--- config.mk ---
export PLATFORM = sky130hd
export DESIGN_NAME = tsq_sequencer
export DESIGN_NICKNAME = d
export VERILOG_FILES = /design/src/rtl/tsq_pkg.sv /design/src/rtl/tsq_trig_mem.sv /design/src/rtl/tsq_cycle_match.sv /design/src/rtl/tsq_walker.sv /design/src/rtl/tsq_tx_budget.sv /design/src/rtl/tsq_sequencer.sv
export SDC_FILE = /design/constraint.sdc
export NUM_CORES = 1
export LEC_CHECK = 0
export ABC_AREA = 1
export BUFFER_PORTS_ARGS = -buffer_cell sky130_fd_sc_hd__buf_2
export CAP_MARGIN = 20
export CORE_MARGIN = 10
export CORE_UTILIZATION = 43
export CTS_BUF_LIST = sky130_fd_sc_hd__clkbuf_2 sky130_fd_sc_hd__clkbuf_4 sky130_fd_sc_hd__clkbuf_8
export CTS_CLUSTER_SIZE = 24
export DETAILED_ROUTE_END_ITERATION = 10
export GPL_TIMING_DRIVEN = 0
export PLACE_DENSITY_LB_ADDON = 0.15
export SLEW_MARGIN = 20
export SYNTH_ARGS = -nofsm -noshare
export SYNTH_HDL_FRONTEND = slang
export SYNTH_SLANG_ARGS = --single-unit
--- constraint.sdc ---
create_clock -name clk -period 23.4 [get_ports clk]
set_clock_uncertainty 0.05 [all_clocks]
set_input_delay 0 -clock clk [delete_from_list [all_inputs] [get_ports clk]]
set_output_delay 0 -clock clk [all_outputs]
set_load 0.01 [all_outputs]
--- src/rtl/tsq_pkg.sv ---
package tsq_pkg;
  localparam int TM_W   = 16;
  localparam int MSG_W  = 6;
  localparam int CYC_W  = 6;
  localparam int CODE_W = CYC_W + 1;
  localparam int KIND_W = 3;

  typedef enum logic [KIND_W-1:0] {
    K_END   = 3'd0,
    K_REF   = 3'd1,
    K_TX    = 3'd2,
    K_RX    = 3'd3,
    K_WATCH = 3'd4,
    K_MARK  = 3'd5,
    K_RSV6  = 3'd6,
    K_RSV7  = 3'd7
  } kind_e;

  typedef struct packed {
    kind_e              kind;
    logic [MSG_W-1:0]   msg;
    logic [CODE_W-1:0]  code;
    logic [TM_W-1:0]    mark;
  } trig_t;

  localparam int ENTRY_W = $bits(trig_t);
endpackage

--- src/rtl/tsq_trig_mem.sv ---
module tsq_trig_mem
  import tsq_pkg::*;
#(
  parameter int DEPTH = 16,
  parameter int AW    = $clog2(DEPTH)
) (
  input  logic          clk,
  input  logic          rst_n,
  input  logic          cfg_mode,
  input  logic          wr_en,
  input  logic [AW-1:0] wr_addr,
  input  trig_t         wr_data,
  input  logic [AW-1:0] rd_addr,
  output trig_t         rd_data
);
  trig_t      slot_q [DEPTH];
  logic [DEPTH-1:0] wr_hit;

  for (genvar i = 0; i < DEPTH; i++) begin : g_slot
    assign wr_hit[i] = wr_en & cfg_mode & (wr_addr == AW'(i));

    always_ff @(posedge clk or negedge rst_n) begin
      if (!rst_n) begin
        slot_q[i] <= '0;
      end else if (wr_hit[i]) begin
        slot_q[i] <= wr_data;
      end
    end
  end

  always_comb begin
    rd_data = slot_q[rd_addr];
  end
endmodule

--- src/rtl/tsq_cycle_match.sv ---
module tsq_cycle_match
  import tsq_pkg::*;
(
  input  logic [CODE_W-1:0] code,
  input  logic [CYC_W-1:0]  cyc,
  output logic              hit
);
  logic [CODE_W-1:0] lead;
  logic [CODE_W-1:0] same;

  for (genvar k = 0; k < CODE_W; k++) begin : g_len
    localparam logic [CYC_W-1:0] MASK = CYC_W'((1 << k) - 1);
    assign lead[k] = code[k] & ~(|(code >> (k + 1)));
    assign same[k] = (((cyc ^ code[CYC_W-1:0]) & MASK) == '0);
  end

  assign hit = |(lead & same);
endmodule

--- src/rtl/tsq_walker.sv ---
module tsq_walker
  import tsq_pkg::*;
#(
  parameter int DEPTH = 16,
  parameter int AW    = $clog2(DEPTH)
) (
  input  logic              clk,
  input  logic              rst_n,
  input  logic              cfg_mode,
  input  logic              cycle_start,
  input  logic [TM_W-1:0]   cycle_time,
  input  logic [TM_W-1:0]   ref_span,
  input  trig_t             entry,
  input  logic              hit,
  output logic [AW-1:0]     ptr,
  output logic              tx_take,
  output logic              ev_valid,
  output logic [KIND_W-1:0] ev_kind,
  output logic [MSG_W-1:0]  ev_msg,
  output logic              ev_ref,
  output logic              err_order,
  output logic              err_cfg
);
  logic [AW-1:0]     ptr_q, ptr_n;
  logic              act_q, act_n;
  logic [TM_W-1:0]   prev_q, prev_n;
  logic              ord_q, ord_n;
  logic              cfe_q, cfe_n;
  logic              val_n, ref_n;
  logic [KIND_W-1:0] kind_q, kind_n;
  logic [MSG_W-1:0]  msg_q, msg_n;
  logic              val_q, ref_q;

  logic run, is_end, reached, step, bad_order, bad_cfg, take, last;

  always_comb begin
    run       = act_q & ~cfg_mode & ~cycle_start;
    is_end    = (entry.kind == K_END);
    reached   = (entry.mark <= cycle_time);
    step      = run & ~is_end & reached;
    last      = (ptr_q == AW'(DEPTH - 1));
    bad_order = (entry.mark < prev_q);
    bad_cfg   = (entry.kind == K_RSV6) | (entry.kind == K_RSV7)
              | ((entry.kind == K_REF) & (entry.msg != MSG_W'(1)))
              | ((entry.kind != K_REF) & (entry.mark < ref_span));
    take      = step & ~bad_order & ~bad_cfg & hit;
    tx_take   = take & (entry.kind == K_TX);
  end

  always_comb begin
    ptr_n  = ptr_q;
    act_n  = act_q;
    prev_n = prev_q;
    ord_n  = ord_q;
    cfe_n  = cfe_q;
    val_n  = take;
    ref_n  = take & (entry.kind == K_REF);
    kind_n = take ? KIND_W'(entry.kind) : '0;
    msg_n  = take ? entry.msg : '0;
    if (cfg_mode) begin
      ptr_n  = '0;
      act_n  = 1'b0;
      prev_n = '0;
      ord_n  = 1'b0;
      cfe_n  = 1'b0;
    end else if (cycle_start) begin
      ptr_n  = '0;
      act_n  = 1'b1;
      prev_n = '0;
    end else if (run & is_end) begin
      act_n  = 1'b0;
    end else if (step) begin
      ptr_n  = last ? ptr_q : ptr_q + 1'b1;
      act_n  = ~last;
      prev_n = entry.mark;
      ord_n  = ord_q | bad_order;
      cfe_n  = cfe_q | bad_cfg;
    end
  end

  always_ff @(posedge clk or negedge rst_n) begin
    if (!rst_n) begin
      ptr_q  <= '0;
      act_q  <= 1'b0;
      prev_q <= '0;
      ord_q  <= 1'b0;
      cfe_q  <= 1'b0;
      val_q  <= 1'b0;
      ref_q  <= 1'b0;
      kind_q <= '0;
      msg_q  <= '0;
    end else begin
      ptr_q  <= ptr_n;
      act_q  <= act_n;
      prev_q <= prev_n;
      ord_q  <= ord_n;
      cfe_q  <= cfe_n;
      val_q  <= val_n;
      ref_q  <= ref_n;
      kind_q <= kind_n;
      msg_q  <= msg_n;
    end
  end

  assign ptr       = ptr_q;
  assign ev_valid  = val_q;
  assign ev_kind   = kind_q;
  assign ev_msg    = msg_q;
  assign ev_ref    = ref_q;
  assign err_order = ord_q;
  assign err_cfg   = cfe_q;
endmodule

--- src/rtl/tsq_tx_budget.sv ---
module tsq_tx_budget
  import tsq_pkg::*;
#(
  parameter int CNT_W = 11
) (
  input  logic             clk,
  input  logic             rst_n,
  input  logic             cfg_mode,
  input  logic             cycle_start,
  input  logic [CYC_W-1:0] cycle_cnt,
  input  logic             tx_take,
  input  logic [CNT_W-1:0] exp_tx,
  output logic             err_count
);
  logic [CNT_W-1:0] cnt_q, cnt_n;
  logic             arm_q, arm_n;
  logic             err_q, err_n;
  logic             boundary;

  always_comb begin
    boundary = ~cfg_mode & cycle_start & (cycle_cnt == '0);
    cnt_n    = cnt_q;
    arm_n    = arm_q;
    err_n    = err_q;
    if (cfg_mode) begin
      cnt_n = '0;
      arm_n = 1'b0;
      err_n = 1'b0;
    end else if (boundary) begin
      err_n = err_q | (arm_q & (cnt_q != exp_tx));
      cnt_n = '0;
      arm_n = 1'b1;
    end else if (tx_take & ~(&cnt_q)) begin
      cnt_n = cnt_q + 1'b1;
    end
  end

  always_ff @(posedge clk or negedge rst_n) begin
    if (!rst_n) begin
      cnt_q <= '0;
      arm_q <= 1'b0;
      err_q <= 1'b0;
    end else begin
      cnt_q <= cnt_n;
      arm_q <= arm_n;
      err_q <= err_n;
    end
  end

  assign err_count = err_q;
endmodule

--- src/rtl/tsq_sequencer.sv ---
module tsq_sequencer
  import tsq_pkg::*;
#(
  parameter int ENTRIES = 16,
  parameter int AW      = $clog2(ENTRIES),
  parameter int CNT_W   = $clog2(ENTRIES * (1 << CYC_W) + 1)
) (
  input  logic               clk,
  input  logic               rst_n,
  input  logic               cfg_mode,
  input  logic               wr_en,
  input  logic [AW-1:0]      wr_addr,
  input  logic [ENTRY_W-1:0] wr_data,
  input  logic               cycle_start,
  input  logic [TM_W-1:0]    cycle_time,
  input  logic [CYC_W-1:0]   cycle_cnt,
  input  logic [TM_W-1:0]    ref_span,
  input  logic [CNT_W-1:0]   exp_tx,
  output logic               trig_valid,
  output logic [KIND_W-1:0]  trig_kind,
  output logic [MSG_W-1:0]   trig_msg,
  output logic               ref_req,
  output logic               err_order,
  output logic               err_cfg,
  output logic               err_count
);
  logic [1:0]    rst_sync_q;
  logic          rst_int_n;
  trig_t         entry;
  logic [AW-1:0] ptr;
  logic          hit;
  logic          tx_take;

  always_ff @(posedge clk or negedge rst_n) begin
    if (!rst_n) begin
      rst_sync_q <= 2'b00;
    end else begin
      rst_sync_q <= {rst_sync_q[0], 1'b1};
    end
  end
  assign rst_int_n = rst_sync_q[1];

  tsq_trig_mem #(.DEPTH(ENTRIES), .AW(AW)) u_mem (
    .clk      (clk),
    .rst_n    (rst_int_n),
    .cfg_mode (cfg_mode),
    .wr_en    (wr_en),
    .wr_addr  (wr_addr),
    .wr_data  (trig_t'(wr_data)),
    .rd_addr  (ptr),
    .rd_data  (entry)
  );

  tsq_cycle_match u_match (
    .code (entry.code),
    .cyc  (cycle_cnt),
    .hit  (hit)
  );

  tsq_walker #(.DEPTH(ENTRIES), .AW(AW)) u_walk (
    .clk         (clk),
    .rst_n       (rst_int_n),
    .cfg_mode    (cfg_mode),
    .cycle_start (cycle_start),
    .cycle_time  (cycle_time),
    .ref_span    (ref_span),
    .entry       (entry),
    .hit         (hit),
    .ptr         (ptr),
    .tx_take     (tx_take),
    .ev_valid    (trig_valid),
    .ev_kind     (trig_kind),
    .ev_msg      (trig_msg),
    .ev_ref      (ref_req),
    .err_order   (err_order),
    .err_cfg     (err_cfg)
  );

  tsq_tx_budget #(.CNT_W(CNT_W)) u_budget (
    .clk         (clk),
    .rst_n       (rst_int_n),
    .cfg_mode    (cfg_mode),
    .cycle_start (cycle_start),
    .cycle_cnt   (cycle_cnt),
    .tx_take     (tx_take),
    .exp_tx      (exp_tx),
    .err_count   (err_count)
  );
endmodule

After elaboration in Yosys (flattened, before gate mapping)
Index checks and enable logic that the tools add are counted.
- flip-flop bits (word level): 561
- logic and storage cells: 228
- output and inout port bits: 14
- add/subtract/negate cells: 2
- reduce and logical (&&, ||, !) cells: 24
- $lt $le $gt $ge: 4
- eq/ne operators: 27
- bitwise operators: 61
- muxes and demuxes: 33
- operators with widths (kind ; count):
    $bmux 32 s4 ; 1
    $mux 16 ; 4
    $mux 32 ; 2
    $logic_not 6->1 ; 7
    $and 1x1->1 ; 39
    $eq 4x4->1 const B ; 9
    $mux 11 ; 3
    $lt 16x16->1 ; 2
    $mux 4 ; 5
    $eq 4x3->1 const B ; 4
    $le 16x16->1 ; 1
    $mux 1 ; 16
    $not 1->1 ; 13
    $add 11x1->11 const B ; 1
    $ne 11x11->1 ; 1
    $reduce_and 11->1 ; 1
    $eq 4x2->1 const B ; 2
    $and 7x7->7 ; 1
    $reduce_or 7->1 ; 1
    $eq 3x3->1 const B ; 2
    $mux 6 ; 1
    $ne 3x3->1 const B ; 2
    $ne 6x1->1 const B ; 1
    $or 1x1->1 ; 6
    other kinds (22) ; 26

Longest topological paths before layout
Gate-level depths: netlist (run 1).
- depth after elaboration: 16
- depth in mapped cells: 26

Modules after synthesis
A second synthesis (run 1) with hierarchy kept.
- cell total of the unflattened synthesis: 3814
- area, all modules: 28641.2 um2
- by module, submodules not included (module ; seq. area each (um2) ; cells an instance ; instances ; area each (um2)):
    tsq_trig_mem ; 12812.3 ; 3279 ; 1 ; 24806.3
    tsq_walker ; 850.8 ; 353 ; 1 ; 2657.5
    tsq_tx_budget ; 325.3 ; 129 ; 1 ; 918.4
    tsq_cycle_match ; 0.0 ; 50 ; 1 ; 205.2
    tsq_sequencer ; 50.0 ; 3 ; 1 ; 53.8

Worst setup path before layout (run 1)
OpenSTA, ideal clock, no wires.
- path kind: flip-flop to flip-flop
- from: register u_walk.ptr_q[0], in the netlist u_walk.ptr[0]
- to: register u_budget.cnt_q[10]
- stages on the path, launching flop included: 26
- path slack: 19.721 ns
- data arrival time: 3.512 ns
- path through: dfrtp_1 -> buf_4 -> inv_4 -> buf_6 -> buf_2 -> buf_2 -> buf_2 -> clkbuf_1 -> nor2_1 -> o221ai_1 -> nand3_1 -> nand3_1 -> ha_1 -> a21oi_1 -> o21ai_0 -> nand4_1 -> o211ai_1 -> nand2_1 -> nand4_1 -> a21oi_4 -> nand2_1 -> nor2_2 -> nand3_2 -> buf_2 -> nand3_1 -> nand2_1
- cells in the longest elaborated chain, start to end: 14
- elaborated cells on any way between the ends: 56
- ends and longest elaborated chain (item ; RTL line ; RTL):
    start, declared ; tsq_walker.sv:24 ; logic [AW-1:0] ptr_q, ptr_n;
    start signal, assigned ; tsq_walker.sv:93 ; ptr_q <= ptr_n;
    $not 4->5 (implied by the code) * ; tsq_trig_mem.sv:32 ; rd_data = slot_q[rd_addr];
    $bmux 32 s4 * ; tsq_trig_mem.sv:32 ;
    $mux 32 (implied by the code) * (2 in series) ; tsq_trig_mem.sv:32 ;
    branches (longest 7 deep; another with $lt 16x16->1) ; - ;
    $and 1x1->1 * ; tsq_walker.sv:47 ; tx_take = take & (entry.kind == K_TX);
    $and 1x1->1 * ; tsq_tx_budget.sv:33 ; end else if (tx_take & ~(&cnt_q)) begin
    $reduce_bool 3->1 (no source line) * ; - ;
    end signal, assigned ; tsq_tx_budget.sv:44 ; cnt_q <= cnt_n;
    end, declared ; tsq_tx_budget.sv:15 ; logic [CNT_W-1:0] cnt_q, cnt_n;
Every way passes the cells marked *. The select of a mux whose other input is x is not followed.
A chain may end at the register's enable or synchronous reset.

Final worst setup path (run 1)
- from: register u_walk.ptr_q[3], in the netlist u_walk.ptr[3]
- to: register u_walk.act_q
- cells in the longest elaborated chain, start to end: 9
- elaborated cells on any way between the ends: 17
- ends and longest elaborated chain (item ; RTL line ; RTL):
    branches (longest 9 deep; another with $le 16x16->1) ; - ;
    end signal, assigned ; tsq_walker.sv:94 ; act_q <= act_n;
    end, declared ; tsq_walker.sv:25 ; logic act_q, act_n;
Parallel ways; which one is timed is not known. The select of a mux whose other input is x is not followed.

==> results.txt, run 1 <==
ANT nets after route -> 0
period utilization -> 0.2619
H-Tree Depth -> 3
dpl ws -> 17.64 ns
CP Class -> flip-flop to flip-flop
Synth Area in XOR/XNOR -> 0.005624
mux share of post-synthesis cell area -> 0
fmax -> 0.1632 GHz
Worst Setup EP -> u_walk.act_q
Clock Power Share -> 0.364
initial drt markers -> 3225
dpl cells -> 4146
drc violations -> 0
core area -> 60700 um2
Startpoint Class -> flip-flop
max-cap check violation count -> 0
share of cells above drive strength 1 -> 0.09967
RSZ-0062 raised after global routing -> false
clock sink count -> 561
Psw -> 853.0 uW
Worst R2R Path Depth -> 19
R2R setup slack -> 17.27 ns
Final Non-Filler Cells -> 4380
final setup vio count -> 0
total of warnings raised by yosys -> 0
initial antenna violation count -> 5
crit path from -> u_walk.ptr[3]
CTS tree -> built
total negative slack -> 0 ns
Final Hold Viols -> 0
CTS Buffer Depth -> 3
cells after synthesis -> 3250
synthesis-to-layout area growth -> 16.90%
Worst-Margin Slew -> 1.129 ns
Hold WC Path Type -> input port to flip-flop
global route overflow -> 0
routed vias -> 25680
Combinational Power Share -> 0.184
DR pass1 iterations -> 9
sequential power share -> 0.451
Rel. slew slack -> 0.2471
status -> complete, no violations
Worst R2R End -> u_walk.act_q
Root Driver -> clkbuf_8
Synth Area in Compound Gates -> 0.1837
first-pass GRT wire length -> 158.1 mm
clk slew on worst S/H paths -> 0.06 ns
R2R Path Start -> u_walk.ptr[3]
Synth Area in Adders -> 0.02269
gr usage total -> 0.2944
worst-skew pair later-pin latency -> 0.75 ns
crit path DAT -> 6.70 ns
Routed WL -> 106.8 mm
cts bufs inserted -> 96
fin. max-slew vios -> 0
Via density -> 5.864
final worst slack -> 17.27 ns
vias in the first global route -> 25060
Die Y -> 268.1 um
sequential fraction of the synthesis area -> 0.5303
Final HPWL DP -> 74.40 mm
power density cells -> 88.26 nW/um2
die width -> 268.1 um
Leak Pwr -> 0.01481 uW
Netlist cell types -> 40
Post-Syn Nets -> 3388
post-layout minimum cycle time -> 6.129 ns
I/O pin count -> 104
post-cts resize count -> 0
crit path max fanout -> 10
pin count of the biggest net entering global routing -> 58
switching share of total power -> 0.3123
die area -> 71890 um2
main combinational cell family by area after synthesis -> simple AND/OR/NAND/NOR gates
Int Pwr -> 1878 uW
number of port buffers -> 103
Initial Util -> 0.4362
peak supply drop -> 0.04524 mV
final net count -> 3652
Post-Synth Simple-Gate Area -> 0.1923
Fillers -> 5883
crit end category -> flip-flop
Row Count -> 90
critical path required time -> 23.97 ns
GP Congestion -> 0.9642
Synth Register Bits -> 561
synthesized area per cell -> 8.146 um2
DR WL/cell -> 24.38 um
Mapped Area -> 26470 um2
-- cells in the final DEF (no fill, tap or decap), types with 9 or more instances in the layout --
cell           Yosys  routed
nand2_1          805     805
nor4_1             9       9
o221ai_1          28      28
o21ai_0          744     744
ha_1              48      48
nand3_1          129     129
dlygate4sd3_1      0      52
clkbuf_8           0     125
xor2_1            16      16
buf_2             34     137
a21oi_1           27      27
clkbuf_4           0      34
inv_1            179     179
o22ai_1           58      58
o21ai_1           19      19
nor2_1           304     304
o211ai_1          23      23
clkbuf_1         182     181
dfrtp_1          561     560
nor3_1            20      20
-- through the flow --
stage | power [uW] | hold slack, ns | utilization | cell area (um2)
floorplan | 1549 | -0.3456 | - | 26470
global placement | 1706 | -0.2647 | 0.4608 | 27970
detailed placement | 1731 | -0.2626 | 0.4655 | 28250
CTS | 2726 | 0.01912 | 0.5096 | 30930
global route | 2859 | 0.07784 | 0.5099 | 30950
finish | 2731 | 0.04993 | 0.5099 | 30950
-- sequential cells by signal, summed over array words and instances (netlist names), 2 cells and up --
signal,count
u_walk.ev_kind,3
u_walk.ev_msg,6
u_walk.ptr,4
u_mem.slot_q,512
u_walk.prev_q,16
rst_sync_q,2
u_budget.cnt_q,11
-- metal layers --
layer / track usage / routed length, um / vias to the layer above
met5: 0 / 27 / -
met1: 0.3851 / 42670 / 12560
met2: 0.4471 / 46780 / 1492
met3: 0.07148 / 11280 / 321
li1: - / - / 11310
met4: 0.1557 / 6018 / 4
-- repair_timing --
action,in CTS,in global routing
hold buffers,52,0
hold endpoints to repair,494,0
buffers inserted,0,0
endpoints found under the setup margin,0,0
-- cell usage after synthesis (all sizes together) --
| cell | number | area (um2) |
|---|---|---|
| nand3b | 2 | 15.01 |
| a211oi | 2 | 15.01 |
| a31oi | 6 | 43.79 |
| inv | 183 | 689.4 |
| clkinv | 1 | 3.750 |
| nand4 | 7 | 43.79 |
| o221ai | 28 | 245.2 |
| nor2 | 305 | 1147 |
| o211ai | 24 | 185.2 |
| clkbuf | 182 | 683.2 |
| nand2 | 809 | 3047 |
| o22ai | 58 | 362.9 |
| nor4 | 9 | 56.30 |
| ha | 48 | 600.6 |
| and3 | 1 | 6.260 |
| nor3 | 21 | 110.1 |
| o21a | 3 | 22.52 |
| dfrtp | 561 | 14040 |
| o21ai | 763 | 3819 |
| a32o | 1 | 10.01 |
| nand3 | 131 | 665.6 |
| a21oi | 29 | 160.2 |
| conb | 1 | 3.750 |
| xor2 | 16 | 140.1 |
| buf | 58 | 350.3 |
| xnor2 | 1 | 8.760 |
-- worst min-delay path by stage --
| stage | slack [ns] | from | to | cells past startpoint |
|---|---|---|---|---|
| 2_1_floorplan | -0.35 | rst_n | rst_sync_q[0] | 0 |
| 3_3_place_gp | -0.26 | rst_n | rst_sync_q[0] | 1 |
| 3_5_place_dp | -0.26 | rst_n | rst_sync_q[0] | 1 |
| 4_1_cts | 0.02 | rst_n | rst_sync_q[1] | 3 |
| 5_1_grt | 0.08 | rst_n | rst_sync_q[1] | 3 |
| 6_report | 0.05 | cycle_cnt[0] | u_budget.cnt_q[2] | 7 |
-- final cells by class --
type / count / area [um2] / area share
buffer: 240 / 1035 / 0.03344
multi-input combinational: 2265 / 10710 / 0.3460
sequential: 561 / 14040 / 0.4538
tap: 782 / 978.4 / 0.03162
antenna: 6 / 15.01 / 0.0004852
clock buffer: 159 / 1976 / 0.06384
clock inverter: 17 / 182.7 / 0.005903
inverter: 184 / 693.2 / 0.02240
timing repair buffer: 166 / 1316 / 0.04253
-- cell families (layout without fill, tap and decap cells) --
group                      count (synthesis)  in the layout
and+or+nand+nor                         1285           1285
buffers and inverters                    424            766
AOI/OAI and AO/OA                        914            914
other                                      1              7
adders and majority gates                 48             48
DFF                                      561            561
xor gates and xnor gates                  17             17
-- worst max-delay path, cell delays in order (launching register included) --
cell           delay [ns]
dfrtp_1              0.44
inv_2                0.24
clkbuf_1             0.82
clkbuf_1             0.86
clkbuf_1             0.63
nand3_1              0.21
nand3_1              0.32
ha_1                 0.32
nand2_1              0.09
inv_1                0.06
nand4_1              0.08
o211ai_1             0.09
nand2_1              0.10
nand4_1              0.23
a21oi_4              0.39
inv_2                0.09
nand2_2              0.19
o21a_1               0.16
o22ai_1              0.06
dlygate4sd3_1        0.57
-- power groups by stage --
stage	registers (uW)	clock network (uW)	logic, uW
after floorplan	1230	0	319
after global placement	1260	0	448
after detailed placement	1240	0	488
final	1230	995	504
after global routing	1250	1040	567
after CTS	1230	1000	497
No activity file was read; power rests on OpenSTA's default activity.
==> run 2, diff against run 1 <==
--- a/config.mk
+++ b/config.mk
@@ -5,7 +5,7 @@
 export SDC_FILE = /design/constraint.sdc
 export NUM_CORES = 1
 export LEC_CHECK = 0
-export ABC_AREA = 1
+export ABC_AREA = 0
 export BUFFER_PORTS_ARGS = -buffer_cell sky130_fd_sc_hd__buf_2
 export CAP_MARGIN = 20
 export CORE_MARGIN = 10
==> constraint.sdc (replaced) <==
create_clock -name clk -period 5.65 [get_ports clk]
set_clock_uncertainty 0.05 [all_clocks]
set_input_delay 0 -clock clk [delete_from_list [all_inputs] [get_ports clk]]
set_output_delay 0 -clock clk [all_outputs]
set_load 0.01 [all_outputs]
==> run 2 against run 1 <==
  * Critical path depth down 4
  * Sequential share of layout area shrank 0.39 points
  * Wire length decreased by 32%
  * Synthesized cell count decreased by 46%
  * Cell count shrank 34%
  * Global-route usage fell by 8.7 points
  * First-iteration DRC count is 68% lower
  * Worst hold slack gained 0.055 ns
  * Cell area is 0.86% higher
  * Highest routed layer is now met4
==> results.txt, run 2 <==
Row Count -> 91 (+1.1%)
peak supply drop -> 0.1980 mV (+340%)
Worst path slowest cell -> clkdlybuf4s15_2
status -> complete, no violations
Async S/R FF share, synth -> 1.000 (unchanged)
RSZ-0062 raised after global routing -> false
hold_sp -> wr_data[24]
critical path's top delay family -> buffers and inverters
most frequent cells in the layout -> dfrtp_1, mux2_2, mux4_2
total negative slack -> 0 ns (unchanged)
Via density -> 5.641 (-3.8%)
cts bufs inserted -> 98 (+2.1%)
Post-synth EDFFs -> 0 (unchanged)
Leak Pwr -> 0.01389 uW (-6.2%)
crit path from -> u_walk.ptr[2]
share of cells above drive strength 1 -> 0.4768 (+0.3771)
Final Hold Viols -> 0 (unchanged)
Initial Util -> 0.4325 (-0.003651)
CTS tree -> built
synthesized area per cell -> 15.04 um2 (+85%)
Worst R2R End -> u_budget.cnt_q[5]
critical path required time -> 6.21 ns (-17.76 ns)
R2R setup slack -> 0.24 ns (-17.03 ns)
power density cells -> 345.6 nW/um2 (+290%)
total of warnings raised by yosys -> 0 (unchanged)
final net count -> 2169 (-41%)
leading cell types by total area after synthesis -> dfrtp_1, mux2_2, mux4_2, ha_1, mux2i_1
GP Congestion -> 0.8267 (-14%)
DR pass1 iterations -> 5 (-4)
Final HPWL DP -> 49.14 mm (-34%)
worst-path cell chain -> clkbuf_1, clkdlybuf4s15_2, clkbuf_4, clkbuf_2, mux4_2, ha_1, nand4_1, nor4_2, a221oi_1, o21ai_0, a211oi_2, nor4b_4, o311ai_4, or4_1, a21oi_1
Startpoint Class -> flip-flop
period utilization -> 0.9570 (+0.6951)
dpl ws -> -1.993 ns (-19.64 ns)
R2R Path Start -> u_walk.ptr[2]
Hold WC Path Type -> input port to flip-flop
critical path's largest stage delay -> 0.61 ns (-0.25 ns)
vias in the first global route -> 17830 (-29%)
Hold Path Sink -> u_mem.slot_q[56]
die width -> 268.5 um (+0.12%)
count leader, synth -> dfrtp_1
switching share of total power -> 0.2534 (-0.05887)
fmax -> 0.1849 GHz (+13%)
multi-input logic area -> 11800 um2 (+10%)
Rel. slew slack -> 0.1859 (-0.06117)
most common library cells after synthesis -> dfrtp_1, mux2_2, mux4_2
cells after synthesis -> 1765 (-46%)
clock sink count -> 561 (unchanged)
initial drt markers -> 1032 (-68%)
commonest non-fill, non-tap cell in the layout -> dfrtp_1
Most flops, register -> u_mem.slot_q
Top Registers -> u_mem.slot_q (512), u_walk.prev_q (16), u_budget.cnt_q (11)
I/O pin count -> 104 (unchanged)
Root Driver -> clkbuf_8
pin count of the biggest net entering global routing -> 59 (+1.7%)
gr usage total -> 0.2078 (-0.08664)
die area -> 72070 um2 (+0.25%)
number of flip-flops in the largest register -> 512 (unchanged)
drc violations -> 0 (unchanged)
H-Tree Depth -> 3 (unchanged)
Reg area -> 14040 um2 (unchanged)
Int Pwr -> 8052 uW (+330%)
worst path bufs/invs -> 4 (-3)
Worst R2R Path Depth -> 15 (-4)
Combinational Power Share -> 0.160 (-0.024)
Fillers -> 5298 (-9.9%)
Mapped Area -> 26540 um2 (+0.26%)
fin. max-slew vios -> 0 (unchanged)
Synth area leader -> dfrtp_1
CP Class -> flip-flop to flip-flop
global route overflow -> 0 (unchanged)
post-layout minimum cycle time -> 5.407 ns (-0.7220 ns)
Hold Worst Slack -> 0.1054 ns (+0.05545 ns)
Clock Power Share -> 0.368 (+0.004)
Top FF cell, synth -> dfrtp_1
crit path max fanout -> 10 (unchanged)
synthesis-to-layout area growth -> 17.59%
sequential fraction of the synthesis area -> 0.5289 (-0.001400)
sequential power share -> 0.472 (+0.021)
max-cap check violation count -> 0 (unchanged)
Worst-Margin Slew -> 1.221 ns (+0.09176 ns)
Die Y -> 268.5 um (+0.12%)
clk slew on worst S/H paths -> 0.06 ns (about the same)
crit path DAT -> 5.97 ns (-0.73 ns)
ANT nets after route -> 0 (unchanged)
DR WL/cell -> 25.16 um (+3.2%)
first-pass GRT wire length -> 111.5 mm (-29%)
final worst slack -> 0.2429 ns (-17.03 ns)
area fraction of the dominant cell type after synthesis -> 0.5289 (-0.001400)
worst-skew pair later-pin latency -> 0.71 ns (-0.04 ns)
CTS Buffer Depth -> 3 (unchanged)
Synth Register Bits -> 561 (unchanged)
final setup vio count -> 0 (unchanged)
hold path depth -> 3 (-4)
number of port buffers -> 103 (unchanged)
Post-Syn Nets -> 1903 (-44%)
crit end category -> flip-flop
core area -> 61370 um2 (+1.1%)
routed vias -> 16390 (-36%)
Netlist cell types -> 58 (+45%)
initial antenna violation count -> 6 (+1)
Psw -> 2733 uW (+220%)
Routed WL -> 73.10 mm (-32%)
-- run 2: cell type report --
type / instances / area share
sequential: 561 / 0.4499
multi-input combinational: 1022 / 0.3781
clock buffer: 164 / 0.06470
timing repair buffer: 171 / 0.04385
tap: 790 / 0.03167
buffer: 127 / 0.02165
inverter: 50 / 0.006013
clock inverter: 15 / 0.003728
antenna: 5 / 0.0004009
-- run 2: cells by family (layout without fill, tap and decap cells) --
family | after synthesis | in the layout | synth area share
xor gates and xnor gates | 19 | 19 | 0.006269
AOI/OAI and AO/OA | 98 | 98 | 0.02725
DFF | 561 | 561 | 0.5289
adders and majority gates | 48 | 48 | 0.02263
buffers and inverters | 182 | 527 | 0.02875
muxes | 689 | 689 | 0.3529
other | 1 | 6 | 0.0001413
and+or+nand+nor | 167 | 167 | 0.03314
-- run 2: through the flow --
step                      area [um2]  std cells  utilization  power [uW]
after detailed placement       28340       2669       0.4619        6843
after CTS                      31150       2902       0.5075       10890
after floorplan                26550       1765            -        6331
after global routing           31210       2903       0.5085       11330
after global placement         28050       2658       0.4571        6706
final                          31210       2905       0.5086       10790
-- run 2: routing by layer --
layer | part of all wire | wire, um | global-route usage
met3 | 0.055 | 4043 | 0.04240
met2 | 0.47 | 34290 | 0.3318
met1 | 0.45 | 32980 | 0.2803
met4 | 0.024 | 1783 | 0.06999
met5 | 0 | 0 | 0
-- run 2: repair_timing --
action / CTS / global route
resized for setup: 60 / 13
setup endpoints to repair: 45 / 22
pin swaps: 2 / 0
endpoints found under the hold margin: 521 / 0
hold buffers: 54 / 0
setup buffers: 3 / 0
-- run 2: worst max path at each step --
| stage | to | slack [ns] | depth (start not counted) |
|---|---|---|---|
| 6_report | u_budget.cnt_q[5] | 0.24 | 15 |
| 5_1_grt | u_budget.cnt_q[9] | 0.03 | 15 |
| 4_1_cts | u_budget.cnt_q[5] | 0.02 | 15 |
| 3_5_place_dp | u_budget.cnt_q[5] | -1.99 | 18 |
| 3_3_place_gp | u_budget.cnt_q[5] | -1.93 | 18 |
| 2_1_floorplan | u_budget.arm_q | 0.15 | 0 |
-- run 2: worst reg2reg max path: stages, from the launching register on --
cell             delay (ns)
dfrtp_1                0.32
clkbuf_1               0.37
clkdlybuf4s15_2        0.61
clkbuf_4               0.47
clkbuf_2               0.45
mux4_2                 0.51
ha_1                   0.35
nand4_1                0.17
nor4_2                 0.37
a221oi_1               0.13
o21ai_0                0.13
a211oi_2               0.13
nor4b_4                0.37
o311ai_4               0.21
or4_1                  0.53
a21oi_1                0.16
-- run 2: power groups by stage --
stage	Clock, uW	Combinational, uW	Sequential, uW
floorplan	0	1250	5080
global placement	0	1530	5180
detailed placement	0	1690	5150
CTS	4080	1730	5090
global route	4270	1890	5180
finish	3970	1720	5090
